==> config.mk <==
export PLATFORM = sky130hd
export DESIGN_NAME = conv_seq
export DESIGN_NICKNAME = d
export VERILOG_FILES = /design/src/rtl/conv_seq_pkg.sv /design/src/rtl/conv_seq_edge.sv /design/src/rtl/conv_seq_phase.sv /design/src/rtl/conv_seq_ctrl.sv /design/src/rtl/conv_seq.sv
export SDC_FILE = /design/constraint.sdc
export NUM_CORES = 1
export LEC_CHECK = 0
export BUFFER_PORTS_ARGS = -buffer_cell sky130_fd_sc_hd__buf_2
export CORE_MARGIN = 2
export CORE_UTILIZATION = 40
export DETAILED_ROUTE_END_ITERATION = 10
export GPL_ROUTABILITY_DRIVEN = 0
export PLACE_DENSITY = 0.63
export SKIP_LAST_GASP = 1
export SYNTH_ARGS = -nofsm -noshare
export SYNTH_HDL_FRONTEND = slang
export SYNTH_SLANG_ARGS = --single-unit
==> constraint.sdc <==
create_clock -name clk -period 4.05 [get_ports clk]
set_input_delay 0.405 -clock clk [delete_from_list [all_inputs] [get_ports clk]]
set_output_delay 0.405 -clock clk [all_outputs]
set_load 0.02 [all_outputs]
==> src/rtl/conv_seq_pkg.sv <==
package conv_seq_pkg;
  localparam int NPH = 4;
  localparam int PW  = $clog2(NPH);

  typedef enum logic [1:0] {
    ST_OFF  = 2'd0,
    ST_WAKE = 2'd1,
    ST_RUN  = 2'd2,
    ST_POST = 2'd3
  } seq_state_t;
endpackage

==> src/rtl/conv_seq_edge.sv <==
module conv_seq_edge (
  input  logic clk,
  input  logic rst_n,
  input  logic cs_n,
  output logic fall
);
  logic cs_q;

  always_ff @(posedge clk or negedge rst_n) begin
    if (!rst_n) cs_q <= 1'b1;
    else        cs_q <= cs_n;
  end

  assign fall = cs_q & ~cs_n;
endmodule

==> src/rtl/conv_seq_phase.sv <==
module conv_seq_phase
  import conv_seq_pkg::*;
#(
  parameter int SAMPLES = 512
) (
  input  logic           clk,
  input  logic           rst_n,
  input  logic           run,
  output logic [NPH-1:0] ph_en,
  output logic           smp_stb,
  output logic           conv_first,
  output logic           conv_last
);
  localparam int SW = (SAMPLES > 1) ? $clog2(SAMPLES) : 1;
  localparam logic [SW-1:0] SMP_LAST = SW'(SAMPLES - 1);
  localparam logic [PW-1:0] PH_LAST  = PW'(NPH - 1);

  logic [PW-1:0] phase;
  logic [SW-1:0] smp;

  always_ff @(posedge clk or negedge rst_n) begin
    if (!rst_n) begin
      phase <= '0;
      smp   <= '0;
    end else if (!run) begin
      phase <= '0;
      smp   <= '0;
    end else begin
      phase <= phase + 1'b1;
      if (phase == PH_LAST) begin
        smp <= (smp == SMP_LAST) ? '0 : smp + 1'b1;
      end
    end
  end

  for (genvar g = 0; g < NPH; g++) begin : g_dec
    assign ph_en[g] = run && (phase == PW'(g));
  end

  assign smp_stb    = run && (phase == PH_LAST);
  assign conv_first = run && (phase == '0) && (smp == '0);
  assign conv_last  = smp_stb && (smp == SMP_LAST);
endmodule

==> src/rtl/conv_seq_ctrl.sv <==
module conv_seq_ctrl
  import conv_seq_pkg::*;
#(
  parameter int STARTUP_CYC = 34,
  parameter int POST_DLY    = 112
) (
  input  logic clk,
  input  logic rst_n,
  input  logic start_fall,
  input  logic cont_mode,
  input  logic conv_last,
  output logic run,
  output logic busy,
  output logic data_rdy
);
  localparam int CMAX = (STARTUP_CYC > POST_DLY) ? STARTUP_CYC : POST_DLY;
  localparam int CW   = $clog2(CMAX + 1);
  localparam logic [CW-1:0] WAKE_LOAD = CW'(STARTUP_CYC - 1);
  localparam logic [CW-1:0] POST_LOAD = CW'(POST_DLY - 1);

  seq_state_t    state;
  logic [CW-1:0] cnt;
  logic          rdy_q;

  always_ff @(posedge clk or negedge rst_n) begin
    if (!rst_n) begin
      state <= ST_OFF;
      cnt   <= '0;
      rdy_q <= 1'b0;
    end else begin
      rdy_q <= 1'b0;
      unique case (state)
        ST_OFF: begin
          if (start_fall || cont_mode) begin
            state <= ST_WAKE;
            cnt   <= WAKE_LOAD;
          end
        end
        ST_WAKE: begin
          if (cnt == '0) state <= ST_RUN;
          else           cnt   <= cnt - 1'b1;
        end
        ST_RUN: begin
          if (conv_last) begin
            state <= ST_POST;
            cnt   <= POST_LOAD;
          end
        end
        ST_POST: begin
          if (cnt == '0) begin
            rdy_q <= 1'b1;
            state <= cont_mode ? ST_RUN : ST_OFF;
          end else begin
            cnt <= cnt - 1'b1;
          end
        end
        default: state <= ST_OFF;
      endcase
    end
  end

  assign run      = (state == ST_RUN);
  assign busy     = (state != ST_OFF);
  assign data_rdy = rdy_q;
endmodule

==> src/rtl/conv_seq.sv <==
module conv_seq #(
  parameter int SAMPLES     = 512,
  parameter int POST_DLY    = 112,
  parameter int STARTUP_CYC = 34
) (
  input  logic       clk,
  input  logic       rst_n,
  input  logic       cs_n,
  input  logic       cont_mode,
  output logic [3:0] ph_en,
  output logic       filt_clr,
  output logic       filt_stb,
  output logic       busy,
  output logic       data_rdy
);
  logic start_fall;
  logic run;
  logic conv_last;

  conv_seq_edge u_edge (
    .clk   (clk),
    .rst_n (rst_n),
    .cs_n  (cs_n),
    .fall  (start_fall)
  );

  conv_seq_phase #(.SAMPLES(SAMPLES)) u_phase (
    .clk        (clk),
    .rst_n      (rst_n),
    .run        (run),
    .ph_en      (ph_en),
    .smp_stb    (filt_stb),
    .conv_first (filt_clr),
    .conv_last  (conv_last)
  );

  conv_seq_ctrl #(
    .STARTUP_CYC (STARTUP_CYC),
    .POST_DLY    (POST_DLY)
  ) u_ctrl (
    .clk        (clk),
    .rst_n      (rst_n),
    .start_fall (start_fall),
    .cont_mode  (cont_mode),
    .conv_last  (conv_last),
    .run        (run),
    .busy       (busy),
    .data_rdy   (data_rdy)
  );
endmodule

## Yosys cells after proc, flatten, opt, wreduce, memory -nomap -nowiden

Cells that the tools add are included.

- Word-level logic and storage cells: 55
- Input port bits: 4
- Register bits after elaboration: 22
- Output and inout port bits: 8

- Add/sub/neg operators: 3
- Bitwise operators: 2
- Equality and inequality tests: 13
- Reduce and logical (&&, ||, !) cells: 15
- Mux-type cells: 16

Operators by type and width:

| operator | number |
|---|---|
| $mux W9 | 3 |
| $mux W7 | 3 |
| $pmux W7 S3 | 1 |
| $mux W2 | 6 |
| $add A9 B1 Y9 const B | 1 |
| $eq A9 B9 Y1 const B | 1 |
| $logic_not A9 Y1 | 1 |
| $eq A2 B2 Y1 const B | 4 |
| $pmux W2 S4 | 1 |
| $logic_not A7 Y1 | 1 |
| $sub A7 B1 Y7 const B | 1 |
| $logic_and A1 B1 Y1 | 6 |
| $ne A2 B1 Y1 const B | 3 |
| $ne A2 B2 Y1 const B | 3 |
| $eq A2 B1 Y1 const B | 2 |
| $logic_not A2 Y1 | 2 |
| $reduce_and A4 Y1 | 1 |
| $reduce_and A3 Y1 | 1 |
| $add A2 B1 Y2 const B | 1 |
| $mux W1 | 2 |
| $reduce_bool A2 Y1 | 1 |
| $reduce_or A2 Y1 | 1 |
| $and A1 B1 Y1 | 1 |
| $logic_or A1 B1 Y1 | 1 |
| $not A1 Y1 | 1 |

## Longest topological paths before layout

Gate-level depths: netlist of run 1.

- Depth after elaboration: 5
- Depth in mapped cells: 10
- Mapped depth without buffers: 9

## Hierarchy

A second synthesis of run 1 with hierarchy kept.

- Cell total of the unflattened synthesis: 142
- Area total of the unflattened synthesis: 1345.0 um2

Modules (own cells, without submodules):

| module | area each (um2) | sequential area each (um2) | instances | cells an instance |
|---|---|---|---|---|
| conv_seq_phase | 703.2 | 275.3 | 1 | 76 |
| conv_seq_ctrl | 601.8 | 250.2 | 1 | 64 |
| conv_seq_edge | 40.0 | 26.3 | 1 | 2 |

## Worst setup path after synthesis of run 1

Ideal clock, no wire load.

- Path kind: reg2reg
- Start: register u_phase.smp[0]
- End: register u_ctrl.cnt[4]
- Slack: 1.907 ns
- Clock period less this slack: 2.143 ns
- Required time: 3.972 ns
- Stages on the path, launching flop included: 10
- Buffers on the path: 0
- Setup time: 0.078 ns
- Data arrival time: 2.065 ns
- Path through: dfrtp_1 > ha_1 > and3_1 > nand3_1 > nor2_1 > ha_1 > and2_1 > o32ai_4 > or4_1 > a21boi_1

- Cells in the longest elaborated chain, start to end: 4

Ends and longest elaborated chain:

| item | RTL line | RTL |
|---|---|---|
| start: declaration | conv_seq_phase.sv:19 | `logic [SW-1:0] smp;` |
| start signal: assignment | conv_seq_phase.sv:31 | `smp <= (smp == SMP_LAST) ? '0 : smp + 1'b1;` |
| $eq A9 B9 Y1 | conv_seq_phase.sv:42 | `assign conv_last = smp_stb && (smp == SMP_LAST);` |
| $logic_and A1 B1 Y1 | conv_seq_phase.sv:42 |  |
| $ne A2 B2 Y1 (no source line) | - |  |
| $reduce_and A3 Y1 (no source line) | - |  |
| end signal: assignment | conv_seq_ctrl.sv:41 | `else cnt <= cnt - 1'b1;` |
| end signal: assignment | conv_seq_ctrl.sv:54 | `cnt <= cnt - 1'b1;` |
| end: declaration | conv_seq_ctrl.sv:22 | `logic [CW-1:0] cnt;` |

No other way between the ends.
A chain may end at the register's enable or synchronous reset.

## Final worst setup path of run 1

Same ends and word-level chain as after synthesis.

==> reports/results.tsv, run 1 <==
stage	metric	value	unit
timing	worstMarginPinSlew	0.501	ns
worst_setup_path	crit_start	u_phase.smp[0]	
timing	setup_viol	0	
grt	grtUsageTotal	15.7	%
job	maxCapViolations	0	
synthesis	synthMuxAreaShare	2.51	%
detailed_routing	drt-vias-per-instance	5.31	
worst_setup_path	r2r-start	u_phase.smp[0]	
clock_tree	cts.path.max_buffers	2	
worst_setup_path	r2r_cells	9	
synthesis	yosysSeqAreaShare	42.5	%
layout	area_growth	8.97	%
worst_setup_path	reg2reg_slack	1.66	ns
clock_tree	cts_made_buffers	3	
place	port_buffers	11	
worst_setup_path	crit_type	register to register	
detailed_routing	vias	1015	
pwr	total_power	0.336	mW
detailed_routing	wire_per_inst	13.0	microns
pwr	power.share.clock	31.1	%
place	placed_cell_area	0.00139	sq mm
worst_setup_path	end_kind	register	
synthesis	syn_area	0.00130	sq mm
timing	drv_slew	0	
floorplan	die_width	61.0	microns
clock_tree	cts-resized-gates	0	
synthesis	synthXorXnorAreaFrac	0.675	%
layout	final_common_cell	dfrtp_1	
detailed_routing	drtIter0Drc	38	
timing	rsz0062_at_grt	false	
timing	worst_slack	1.66	ns
worst_setup_path	path_common_cell	ha_1	
worst_setup_path	cpPeakStageDelay	0.49	ns
timing	finalSetupTns	0	ns
synthesis	synth-compound-area-share	16.5	%
synthesis	yosys.area.top_type	dfrtp_1	
clock_tree	clock_sinks	22	
clock_tree	hold_buffers	0	
synthesis	synthesis.nets	149	
timing	skew	0.00588	ns
timing	period_share	59.1	%
pwr	p_per_area	238	mW/mm^2
clock_tree	clkTransAtPathRegs	0.12	ns
synthesis	synth_edf_count	0	
clock_tree	cts-htree-levels	1	
detailed_routing	wl	2480	microns
synthesis	async_flop_share	100	%
worst_setup_path	arrival	2.64	ns
layout	drive_above_1_share	13.6	%
grt	grt_pass1_vias	959	
synthesis	synth.area.top_cells	dfrtp_1 (41%), ha_1 (8.7%), o21ai_1 (4.2%)	
grt	grt_max_degree	23	
clock_tree	cts-root-buf	clkbuf_4	
worst_setup_path	path_max_fanout	7	
synthesis	yosysUniqueCellTypes	41	
layout	final_cell_mix	dfrtp_1 (21), nor2_1 (11), o21ai_1 (11), buf_2 (11), inv_1 (10)	
worst_setup_path	worstSetupStartpointType	register	
worst_setup_path	required	4.30	ns
timing	fin_crit	2.39	ns
grt	gr-total-overflow	0	
floorplan	ios	12	
timing	slew_headroom	66.4	%
synthesis	synthSimpleGateAreaFrac	24.4	%
layout	fin_nets	161	
pwr	pwr-share-seq	66.3	%
detailed_routing	drc	0	
pwr	p_int	0.262	mW
worst_setup_path	path_cells	ha_1, and3_1, nand3_1, nor2_1, ha_1, and2_1, o32ai_4, or4_1, a21boi_1	
synthesis	yosysWarningCount	0	
clock_tree	post_cts_buffers	0	
layout	fin_area	0.00141	sq mm
timing	hold_viol	0	
pwr	switchingPower	0.0740	mW
worst_setup_path	worstReg2RegEnd	u_ctrl.cnt[4]	
detailed_routing	drtPass1Iterations	4	
detailed_routing	antenna_left	0	
synthesis	synthAdderAreaFrac	8.68	%
floorplan	core_area	0.00308	sq mm
grt	grt_pass1_wl	4360	microns
run_status	outcome	finished, final reports clean	
floorplan	die_y	61.0	microns
place	hpwl	1830	microns
floorplan	start_util	42.2	%
place	pre_cts_slack	1.68	ns
floorplan	fp.dieArea	0.00372	sq mm
pwr	p_leak	0.614	nW
synthesis	synth-seq-cells	22	
worst_setup_path	critPathSlowestCell	or4_1	
pwr	power_frac_comb	2.6	%
pwr	peakVddDrop	0.122	mV
layout	n_antenna_cell	0	
clock_tree	clock_latency	0.31	ns
synthesis	synthFlopType	dfrtp_1	
floorplan	rows	20	
clock_tree	tritoncts	built	
grt	antenna_found_initial	0	
pwr	sw_frac_of_total	22.0	%
synthesis	synth.avg_cell_area	9.54	sq um
timing	fmax	0.418	GHz
min_path	hp-class	input pin to async pin	
synthesis	syn_inst	136	
synthesis	synth_top_family_by_area	simple AND/OR/NAND/NOR gates	
synthesis	netlist.area_leader.share	40.5	%
==> sequential cells by signal (all words and copies together), names as in the netlist <==
name / count
u_phase.smp: 9
u_ctrl.cnt: 7
u_ctrl.state: 2
u_phase.phase: 2
u_ctrl.data_rdy: 1
u_edge.cs_q: 1
==> synthesized netlist by cell type (all sizes together), types with 4 or more instances <==
master  number
inv         11
ha           9
dfrtp       21
o31ai        4
and2         7
nand2        9
and3         4
o21ai       12
a31oi        4
nor2        12
a21oi        4
==> metal layers <==
layer | vias up | wire length (microns) | share of wire (%) | track usage, %
met5 | - | 0 | 0 | 0
li1 | 506 | - | - | -
met2 | 19 | 1180 | 47 | 27.2
met4 | 0 | 18 | 0.72 | 3.73
met1 | 488 | 1200 | 48 | 19.8
met3 | 2 | 89 | 3.6 | 3.84
==> worst max-delay path by stage <==
stage / endpoint / slack (ns)
3_5_place_dp: u_ctrl.cnt[1] / 1.68
5_1_grt: u_ctrl.cnt[4] / 1.45
2_1_floorplan: u_ctrl.cnt[4] / 1.91
6_report: u_ctrl.cnt[4] / 1.66
4_1_cts: u_ctrl.cnt[4] / 1.64
3_3_place_gp: u_ctrl.cnt[4] / 1.76
==> critical path, delay by kind of cell, from the launching register on <==
kind | cells | cell delay, ns
adder cells (fa/ha/maj) | 2 | 0.39
flip-flops | 1 | 0.44
AO/OA/AOI/OAI | 2 | 0.30
AND/OR/NAND/NOR | 5 | 1.19
==> cell type report <==
class                      instances  area [sq um]
timing repair buffer              11          55.1
clock buffer                       4          26.3
multi-input combinational         99           684
sequential                        22           552
tap                               44          55.1
inverter                          11          41.3
fill                             314          1660
==> per-stage QoR <==
stage                     std cells  hold slack (ns)  util [%]
after floorplan                 136            0.109         -
after global placement          187            0.399      45.1
after detailed placement        187            0.403      45.1
after CTS                       191           0.0477      45.9
after global routing            191           0.0676      45.9
final                           191           0.0407      45.9
==> kinds of logic (layout without fill, tap and decap cells) <==
group / count (synthesis) / after routing
flip-flops: 22 / 22
XOR/XNOR: 1 / 1
multiplexers: 3 / 3
buffers and inverters: 15 / 26
AO/OA/AOI/OAI: 31 / 31
AND/OR/NAND/NOR: 55 / 55
adder cells (fa/ha/maj): 9 / 9
==> power groups by stage <==
stage,Combinational [mW],Clock (mW),Sequential (mW)
floorplan,0.00223,0,0.227
global placement,0.00889,0,0.227
detailed placement,0.00915,0,0.227
CTS,0.00917,0.111,0.223
global route,0.0103,0.118,0.223
finish,0.00868,0.105,0.223
(Power assumes the default switching activity.)
==> run 2, diff against run 1 <==
ABC_AREA = 1   (was default)
clock period = 2.41 ns   (was 4.05 ns; I/O delays follow)
==> reports/results.tsv, run 2 <==
stage	metric	value	unit
layout	fin_nets	198	
synthesis	synth.avg_cell_area	7.90	sq um
floorplan	die_width	62.1	microns
clock_tree	cts.path.max_buffers	2	
synthesis	yosysSeqAreaShare	40.8	%
clock_tree	tritoncts	built	
timing	worstMarginPinSlew	0.495	ns
synthesis	syn_inst	171	
timing	period_share	88.7	%
grt	grt_pass1_wl	4510	microns
clock_tree	post_cts_buffers	0	
timing	fin_crit	2.14	ns
synthesis	yosysWarningCount	0	
grt	grt_pass1_vias	1049	
detailed_routing	antenna_left	0	
detailed_routing	drtIter0Drc	71	
clock_tree	hold_buffers	1	
worst_setup_path	crit_type	register to register	
layout	drive_above_1_share	17.9	%
grt	grtUsageTotal	14.5	%
timing	slew_headroom	67.0	%
worst_setup_path	arrival	2.38	ns
min_path	holdPathStages	1	
run_status	outcome	finished, final reports clean	
timing	setup_viol	0	
synthesis	async_flop_share	100	%
synthesis	synth-seq-cells	22	
pwr	p_leak	0.752	nW
detailed_routing	drc	0	
layout	biggestRegsByFlops	u_phase.smp x9, u_ctrl.cnt x7	
floorplan	die_y	62.1	microns
place	pre_cts_slack	0.310	ns
floorplan	rows	21	
floorplan	core_area	0.00328	sq mm
synthesis	yosysUniqueCellTypes	24	
grt	grt_max_degree	23	
clock_tree	cts-htree-levels	1	
detailed_routing	drt-vias-per-instance	4.90	
timing	finalSetupTns	0	ns
worst_setup_path	required	2.65	ns
clock_tree	clkTransAtPathRegs	0.13	ns
layout	largest_reg_flops	9	
synthesis	synthFlopType	dfrtp_1	
synthesis	yosys.area.top_type	dfrtp_1	
worst_setup_path	r2r_cells	12	
detailed_routing	wire_per_inst	11.0	microns
worst_setup_path	worstReg2RegEnd	u_ctrl.cnt[2]	
worst_setup_path	end_kind	register	
grt	gr-total-overflow	0	
detailed_routing	drtPass1Iterations	4	
pwr	p_per_area	397	mW/mm^2
place	hpwl	1970	microns
synthesis	netlist.area_leader.share	38.9	%
layout	final_common_cell	inv_1	
synthesis	synth_commonest_cells	inv_1 (34), nand2_1 (27), dfrtp_1 (21)	
timing	fmax	0.468	GHz
worst_setup_path	crit_start	u_phase.smp[0]	
grt	antenna_found_initial	0	
layout	final_cell_mix	inv_1 (34), nand2_1 (27), dfrtp_1 (21), nor2_1 (19), nand3_1 (13)	
place	port_buffers	11	
floorplan	fp.dieArea	0.00386	sq mm
worst_setup_path	path_max_fanout	13	
timing	worst_slack	0.272	ns
synthesis	syn_area	0.00135	sq mm
worst_setup_path	crit_end	u_ctrl.cnt[2]	
min_path	hp-class	input pin to register	
synthesis	synthesis.nets	184	
pwr	peakVddDrop	0.162	mV
clock_tree	clock_latency	0.31	ns
layout	fillers	338	
floorplan	start_util	41.1	%
synthesis	synth_edf_count	0	
synthesis	synth.area.top_cells	dfrtp_1 (39%), inv_1 (9.4%), ha_1 (8.3%)	
synthesis	yosysMostFrequentCell	inv_1	
layout	top_register	u_phase.smp	
timing	hold_viol	0	
timing	drv_slew	0	
clock_tree	cts_made_buffers	3	
detailed_routing	vias	1126	
layout	area_growth	10.0	%
clock_tree	cts-resized-gates	0	
layout	n_antenna_cell	0	
job	maxCapViolations	0	
worst_setup_path	worstSetupStartpointType	register	
timing	skew	0.00890	ns
clock_tree	clock_sinks	22	
floorplan	ios	12	
clock_tree	cts-root-buf	clkbuf_4	
worst_setup_path	r2r-start	u_phase.smp[0]	
worst_setup_path	reg2reg_slack	0.27	ns
timing	rsz0062_at_grt	false	
detailed_routing	wl	2530	microns
run 2: area by class of cell:
cell class	instances	area, sq um	area share [%]
multi-input cells	110	641	43.1
flip-flops and latches	22	552	37.1
inverters	36	135	9.09
repair buffers	12	65.1	4.38
well taps	46	57.6	3.87
clock buffers	4	36.3	2.44
run 2: stage by stage:
step                      std cells  utilization (%)  power [mW]  hold slack [ns]  instance area (sq um)
after floorplan                 171                -       0.379          -0.0546                   1350
after global placement          225             43.8       0.389            0.239                   1440
after detailed placement        225             43.8       0.389            0.240                   1440
after CTS                       230             45.3       0.597           0.0160                   1490
after global routing            230             45.3       0.622         0.000679                   1490
final                           230             45.3       0.589           0.0201                   1490
run 2: worst min path at each step:
stage,endpoint,slack (ns),startpoint
2_1_floorplan,u_ctrl.cnt[0],-0.05,rst_n
3_5_place_dp,u_ctrl.cnt[0],0.24,rst_n
4_1_cts,u_edge.cs_q,0.02,cs_n
6_report,u_edge.cs_q,0.02,cs_n
3_3_place_gp,u_ctrl.cnt[0],0.24,rst_n
5_1_grt,u_edge.cs_q,0.0007,cs_n
run 2: routing by layer:
layer	routed length, microns	vias up	track usage [%]
li1	-	571	-
met1	1090	529	17.3
met2	1310	18	25.4
met3	57	8	1.63
met4	69	0	8.33
met5	0	-	0
run 2: worst max-delay path: stages (launching register included):
cell and delay (ns):
dfrtp_1 0.43, ha_1 0.20, nand3_1 0.10, nor2_1 0.18
nand3_1 0.11, nor2_1 0.11, ha_1 0.17, nand2_1 0.06
nand2_2 0.07, nand2_2 0.08, nor2_4 0.30, o21ai_0 0.18
o21ai_2 0.08
run 2: kinds of logic after synthesis:
logic type	share of synthesized area, %
flops	40.8
simple gates	26.9
compound gates	10.8
buf+inv	11.8
xor+xnor	1.30
fa+ha+maj	8.33
run 2: report_power, final:
part,internal [mW],leakage [nW],total (mW),switching (mW)
clock,0.0922,0.0210,0.207,0.115
sequential,0.371,0.258,0.371,0.000239
combinational,0.00319,0.473,0.0116,0.00845
